--- src/rtl/ringbuf_ctl_pkg.sv ---
package ringbuf_ctl_pkg;

   // True when n is a power of two greater than zero.
   function automatic bit is_pow2(input int n);
      return (n > 0) && ((n & (n - 1)) == 0);
   endfunction

   // Bits needed to index n entries (at least one).
   function automatic int idx_bits(input int n);
      return (n <= 2) ? 1 : $clog2(n);
   endfunction

endpackage

--- src/rtl/ringbuf_ctl_ptr.sv ---
module ringbuf_ctl_ptr #(
   parameter int DEPTH = 16,
   parameter int PTR_W = 4
) (
   input  logic             clk,
   input  logic             rst_n,
   input  logic             adv,
   output logic [PTR_W-1:0] ptr
);
   localparam logic [PTR_W-1:0] LAST = PTR_W'(DEPTH - 1);

   logic [PTR_W-1:0] ptr_nxt;

   generate
      if (ringbuf_ctl_pkg::is_pow2(DEPTH) && (PTR_W == $clog2(DEPTH))) begin : g_pow2
         // Natural binary rollover performs the wrap.
         assign ptr_nxt = ptr + 1'b1;
      end else begin : g_cmp
         assign ptr_nxt = (ptr == LAST) ? '0 : ptr + 1'b1;
      end
   endgenerate

   always_ff @(posedge clk or negedge rst_n) begin
      if (!rst_n)   ptr <= '0;
      else if (adv) ptr <= ptr_nxt;
   end

   // index steps by one and wraps at DEPTH
   p_ptr_step_r2: assert property (@(posedge clk) disable iff (!rst_n)
      adv |=> (ptr == (($past(ptr) == LAST) ? '0 : $past(ptr) + 1'b1)));
   p_ptr_wrap_r12: assert property (@(posedge clk) disable iff (!rst_n)
      (adv && ptr == LAST) |=> (ptr == '0));
   // no strobe, no movement
   p_ptr_hold_r4: assert property (@(posedge clk) disable iff (!rst_n)
      !adv |=> $stable(ptr));
   p_ptr_range_r3: assert property (@(posedge clk) disable iff (!rst_n)
      ptr <= LAST);
endmodule

--- src/rtl/ringbuf_ctl_level.sv ---
module ringbuf_ctl_level #(
   parameter int DEPTH = 16,
   parameter int LVL_W = 5
) (
   input  logic             clk,
   input  logic             rst_n,
   input  logic             inc,
   input  logic             dec,
   output logic [LVL_W-1:0] lvl
);
   localparam logic [LVL_W-1:0] FULL = LVL_W'(DEPTH);

   logic [LVL_W-1:0] lvl_nxt;

   always_comb begin
      unique case ({inc, dec})
         2'b10:   lvl_nxt = lvl + 1'b1;
         2'b01:   lvl_nxt = lvl - 1'b1;
         default: lvl_nxt = lvl;
      endcase
   end

   always_ff @(posedge clk or negedge rst_n) begin
      if (!rst_n) lvl <= '0;
      else        lvl <= lvl_nxt;
   end

   // count changes according to the strobe pair
   p_lvl_up_r5: assert property (@(posedge clk) disable iff (!rst_n)
      (inc && !dec) |=> (lvl == $past(lvl) + 1'b1));
   p_lvl_down_r5: assert property (@(posedge clk) disable iff (!rst_n)
      (!inc && dec) |=> (lvl == $past(lvl) - 1'b1));
   p_lvl_same_r5: assert property (@(posedge clk) disable iff (!rst_n)
      (inc == dec) |=> $stable(lvl));
   // count never passes a completely full buffer
   p_no_overflow_r10: assert property (@(posedge clk) disable iff (!rst_n)
      lvl <= FULL);
endmodule

--- src/rtl/ringbuf_ctl_flags.sv ---
module ringbuf_ctl_flags #(
   parameter int LVL_W = 5,
   parameter int RD_TH = 0,
   parameter int WR_TH = 16
) (
   input  logic [LVL_W-1:0] lvl,
   output logic             can_write,
   output logic             can_read
);
   localparam logic [LVL_W-1:0] WR_LIM = LVL_W'(WR_TH);
   localparam logic [LVL_W-1:0] RD_LIM = LVL_W'(RD_TH);

   // Purely combinational on the registered count.
   assign can_write = (lvl < WR_LIM);
   assign can_read  = (lvl > RD_LIM);
endmodule

--- src/rtl/ringbuf_ctl.sv ---
module ringbuf_ctl #(
   parameter int AW    = 16,
   parameter int BASE  = 0,
   parameter int DEPTH = 16,
   parameter int RD_TH = 0,
   parameter int WR_TH = DEPTH
) (
   input  logic                       clk,
   input  logic                       rst_n,
   input  logic                       wr_inc,
   input  logic                       rd_inc,
   output logic [AW-1:0]              wr_addr,
   output logic [AW-1:0]              rd_addr,
   output logic [$clog2(DEPTH+1)-1:0] fill_level,
   output logic                       can_write,
   output logic                       can_read
);
   localparam int PTR_W = ringbuf_ctl_pkg::idx_bits(DEPTH);
   localparam int LVL_W = $clog2(DEPTH + 1);
   localparam logic [AW-1:0] BASE_A = AW'(BASE);
   localparam logic [AW-1:0] TOP_A  = AW'(BASE + DEPTH - 1);

   // Elaboration-time parameter checks
   if (DEPTH < 2) begin : g_bad_depth
      $error("ringbuf_ctl: DEPTH must be at least 2");
   end
   if (RD_TH < 0 || RD_TH >= DEPTH) begin : g_bad_rd_th
      $error("ringbuf_ctl: RD_TH must lie in 0..DEPTH-1");
   end
   if (WR_TH < 1 || WR_TH > DEPTH) begin : g_bad_wr_th
      $error("ringbuf_ctl: WR_TH must lie in 1..DEPTH");
   end
   if (BASE < 0 || (longint'(BASE) + DEPTH) > (longint'(1) << AW)) begin : g_bad_base
      $error("ringbuf_ctl: region BASE..BASE+DEPTH-1 must fit in AW bits");
   end

   logic [PTR_W-1:0] wr_ptr, rd_ptr;

   ringbuf_ctl_ptr #(.DEPTH(DEPTH), .PTR_W(PTR_W)) u_wr_ptr (
      .clk(clk), .rst_n(rst_n), .adv(wr_inc), .ptr(wr_ptr));

   ringbuf_ctl_ptr #(.DEPTH(DEPTH), .PTR_W(PTR_W)) u_rd_ptr (
      .clk(clk), .rst_n(rst_n), .adv(rd_inc), .ptr(rd_ptr));

   ringbuf_ctl_level #(.DEPTH(DEPTH), .LVL_W(LVL_W)) u_level (
      .clk(clk), .rst_n(rst_n), .inc(wr_inc), .dec(rd_inc), .lvl(fill_level));

   ringbuf_ctl_flags #(.LVL_W(LVL_W), .RD_TH(RD_TH), .WR_TH(WR_TH)) u_flags (
      .lvl(fill_level), .can_write(can_write), .can_read(can_read));

   assign wr_addr = BASE_A + AW'(wr_ptr);
   assign rd_addr = BASE_A + AW'(rd_ptr);

   // addresses stay inside the region
   p_addr_window_r9: assert property (@(posedge clk) disable iff (!rst_n)
      (wr_addr >= BASE_A) && (wr_addr <= TOP_A) && (rd_addr >= BASE_A) && (rd_addr <= TOP_A));
   // consumer permission rises only when the count steps just past RD_TH
   p_read_rise_r7: assert property (@(posedge clk) disable iff (!rst_n)
      $rose(can_read) |-> (fill_level == LVL_W'(RD_TH + 1)));
   // producer permission drops only when the count reaches WR_TH
   p_write_fall_r6: assert property (@(posedge clk) disable iff (!rst_n)
      $fell(can_write) |-> (fill_level == LVL_W'(WR_TH)));
   // a flag moves only together with the count
   p_flag_sync_r11: assert property (@(posedge clk) disable iff (!rst_n)
      $stable(fill_level) |-> ($stable(can_read) && $stable(can_write)));
endmodule

--- config.mk ---
export PLATFORM = sky130hd
export DESIGN_NAME = ringbuf_ctl
export DESIGN_NICKNAME = d
export VERILOG_FILES = /design/src/rtl/ringbuf_ctl_pkg.sv /design/src/rtl/ringbuf_ctl_ptr.sv /design/src/rtl/ringbuf_ctl_level.sv /design/src/rtl/ringbuf_ctl_flags.sv /design/src/rtl/ringbuf_ctl.sv
export SDC_FILE = /design/constraint.sdc
export NUM_CORES = 1
export LEC_CHECK = 0
export BUFFER_PORTS_ARGS = -buffer_cell sky130_fd_sc_hd__buf_2
export CORE_MARGIN = 5
export CORE_UTILIZATION = 47
export DETAILED_ROUTE_END_ITERATION = 16
export HOLD_SLACK_MARGIN = 0.08
export PLACE_DENSITY = 0.93
export SKIP_LAST_GASP = 1
export SLEW_MARGIN = 20
export SYNTH_ARGS = -nofsm -noshare
export SYNTH_HDL_FRONTEND = slang
export SYNTH_SLANG_ARGS = --single-unit
--- constraint.sdc ---
create_clock -name clk -period 3.5 [get_ports clk]
set_clock_uncertainty 0.15 [all_clocks]
set_input_delay 0.175 -clock clk [delete_from_list [all_inputs] [get_ports clk]]
set_output_delay 0.175 -clock clk [all_outputs]
set_load 0.005 [all_outputs]
==> key figures <==
Run
  • Max_cap viols: 0

Yosys
  • Synthesized instance count: 82
  • Syn Area/Cell: 10.3 um^2
  • Distinct cells, synth: 21
  • Top post-synthesis cells by area: dfrtp_1, buf_4, ha_1
  • #FFs+latches synth: 13
  • Synth Warn #: 0
  • Post-synthesis sequential area ratio: 38.6%
  • Synth Cell Area: 842 um^2
  • Yosys top cell by area: dfrtp_1
  • Top-area cell type share of the netlist area: 38.6%

Drt
  • Initial DRC count: 11
  • Post-route ant nets: 0
  • Detailed-route wire length per cell: 11.2 um
  • Final WL: 1.46 mm
  • Drt drc: 0
  • Via count: 565
  • DR pass1 iterations: 4
  • Vias per inst: 4.35

Global route
  • Grt met3 use: 3.13%
  • Grt total ovfl: 0
  • GR Layer Usage met1: 12.7%
  • GRT Overall Usage: 11.4%
  • Most used routing layer: met2
  • Initial antenna violation count: 0
  • Vias in the first global route: 530
  • First-pass GRT wire length: 2.28 mm
  • Met2 usage: 19.8%
  • Largest net degree at the start of global routing: 14

CTS
  • Clock sinks: 13
  • Clk_lat worst skew: 270 ps
  • Post-CTS setup buffer count: 0
  • Post-cts resize count: 0
  • Hold buffers post-CTS: 3
  • CTS root buf: clkbuf_4
  • Deepest clock path buffer count: 2
  • CTS Buf Count: 3
  • Clock slew at reported path FFs: 70 ps
  • H-tree Lvls: 1
  • TritonCTS clock tree: yes

Critical path
  • Worst setup EP type: flip-flop
  • Type of the worst setup path: input port to flip-flop
  • WP data arrival: 2140 ps
  • Critical Path RT: 3500 ps
  • Startpoint Class: input port
  • Worst-path fanout max: 7

Power and ir drop
  • Leak: 0.466 nW
  • Switching fraction of total power: 38.4%
  • Design Power: 0.722 mW
  • PD cells: 784 nW/um^2
  • Maximum vdd drop: 0.447 mV
  • Clock power share: 12.3%
  • Seq pwr share: 45.8%
  • Psw: 0.277 mW
  • Pint: 0.445 mW
  • Logic pwr share: 41.9%

Floorplan
  • Die height: 52.3 um
  • Die Area: 2740 um^2
  • Die W: 52.3 um
  • CORE AREA: 1710 um^2
  • I/O pin count: 43
  • Initial core utilization: 49.3%
  • Rows: 15

Status
  • Status: complete, no violations

Worst hold path
  • Hold Crit Class: input port to asynchronous set/reset pin

Final layout
  • Multi-input logic area: 410 um^2
  • Nets: 115
  • Fillers: 144
  • Sequential cell area: 325 um^2
  • Share of layout cells above drive strength 1: 24.8%
  • Number of antenna diodes: 0
  • Area growth syn-to-layout: 9.36%
  • Final std cells w/o fill: 130

STA
  • FMAX: 466 MHz
  • Final setup TNS: 0 ps
  • Final period util: 61.3%
  • Unrepaired setup endpoints after global routing: no
  • Tmin final: 2140 ps
  • Final setup fails: 0
  • Slew Viols, Final: 0
  • Setup ws final: 1360 ps
  • Hold Fails Final Rpt: 0

Place
  • I/O Buffers: 18
  • GP Congestion: 0.757
  • DPL Wire Length: 1.19 mm
  • Placed Cells: 123
  • Dpl ws: 1600 ps
## path summary, 6_finish.rpt
| kind | start | to | slack (ps) | depth (start not counted) |
|---|---|---|---|---|
| worst min register to register | u_rd_ptr.ptr[3]$_DFFE_PN0P_ | u_rd_ptr.ptr[3]$_DFFE_PN0P_ | 320 | 1 |
| worst max register to register | u_level.lvl[1]$_DFFE_PN0P_ | u_level.lvl[2]$_DFFE_PN0P_ | 1840 | 6 |
| min in group clk | u_rd_ptr.ptr[3]$_DFFE_PN0P_ | u_rd_ptr.ptr[3]$_DFFE_PN0P_ | 320 | 1 |
| max in group asynchronous | rst_n | u_level.lvl[0]$_DFFE_PN0P_ | 2810 | 2 |
| worst min-delay path | rst_n | u_rd_ptr.ptr[1]$_DFFE_PN0P_ | 170 | 2 |
| worst max-delay path | wr_inc | u_level.lvl[2]$_DFFE_PN0P_ | 1360 | 10 |
## flip-flops by register name (all words and copies together) (netlist names)
| signal | cells |
|---|---|
| u_level.lvl | 5 |
| u_wr_ptr.ptr | 4 |
| u_rd_ptr.ptr | 4 |
## layer usage
metal | up-vias | routed length [um]
met2 | 33 | 738
met3 | 0 | 163
met5 | - | 0
li1 | 266 | -
met1 | 266 | 553
met4 | 0 | 0
## logic make-up (layout without fill, tap and decap cells)
kind of cell | count (synthesis) | after routing | synth area share [%]
adders and majority gates | 5 | 5 | 7.43
AOI/OAI and AO/OA | 7 | 7 | 5.65
DFF | 13 | 13 | 38.6
other | 1 | 24 | 0.445
muxes | 3 | 3 | 4.01
buffers and inverters | 27 | 27 | 22.9
and+or+nand+nor | 14 | 14 | 8.47
xor gates and xnor gates | 12 | 12 | 12.5
## power by group through the flow
stage / combinational (mW) / sequential [mW] / clock (mW)
2_1_floorplan: 0.193 / 0.325 / 0
4_1_cts: 0.308 / 0.330 / 0.0952
6_report: 0.302 / 0.330 / 0.0890
3_5_place_dp: 0.305 / 0.332 / 0
3_3_place_gp: 0.288 / 0.325 / 0
5_1_grt: 0.344 / 0.348 / 0.102
## worst max-delay path: stages
cell           delay, ps
dlygate4sd3_1        520
buf_2                150
inv_1                 70
ha_1                 290
xor2_1               190
ha_1                 220
a21oi_1              160
xor2_1               160
nor2_1                70
xor2_1               140
## cells in the mapped netlist
library cell	instances
mux2_2	3
a31oi_1	1
a21oi_1	2
ha_1	5
dfrtp_1	13
a211o_1	1
xnor2_1	6
o21ai_1	1
nand3_2	1
xor2_1	6
buf_2	1
nand4_1	2
nor3_1	2
inv_1	2
conb_1	1
nor2_1	3
a21oi_2	1
nor2b_1	2
nand2_1	4
buf_4	24
o221ai_1	1
## layout by cell type (no fill, tap or decap)
cell type / instances
nand4_1: 2
clkbuf_1: 1
xor2_1: 6
nand3_2: 1
buf_2: 18
conb_1: 24
o21ai_1: 1
nand2_1: 4
nor2_1: 3
a21oi_2: 1
a21oi_1: 2
a31oi_1: 1
a211o_1: 1
nor3_1: 2
ha_1: 5
dlygate4sd3_1: 3
nor2b_1: 2
inv_1: 2
o221ai_1: 1
xnor2_1: 6
dfrtp_1: 13
mux2_2: 3
clkbuf_4: 3
## area by class of cell
type                       count  area share (%)
multi-input combinational     65            44.6
clock buffer                   4            2.85
timing repair buffer          21            13.0
tap                           25            3.40
inverter                       2           0.815
sequential                    13            35.3
## metrics by stage
step           hold WS (ps)  instance area, um^2  util, %
3_3_place_gp          -82.6                  865     50.6
4_1_cts                 163                  921     53.9
3_5_place_dp          -75.0                  865     50.6
2_1_floorplan          -271                  928        -
5_1_grt                 207                  921     53.9
6_report                170                  921     53.9
Note: power is estimated with default switching activity, not from simulation.
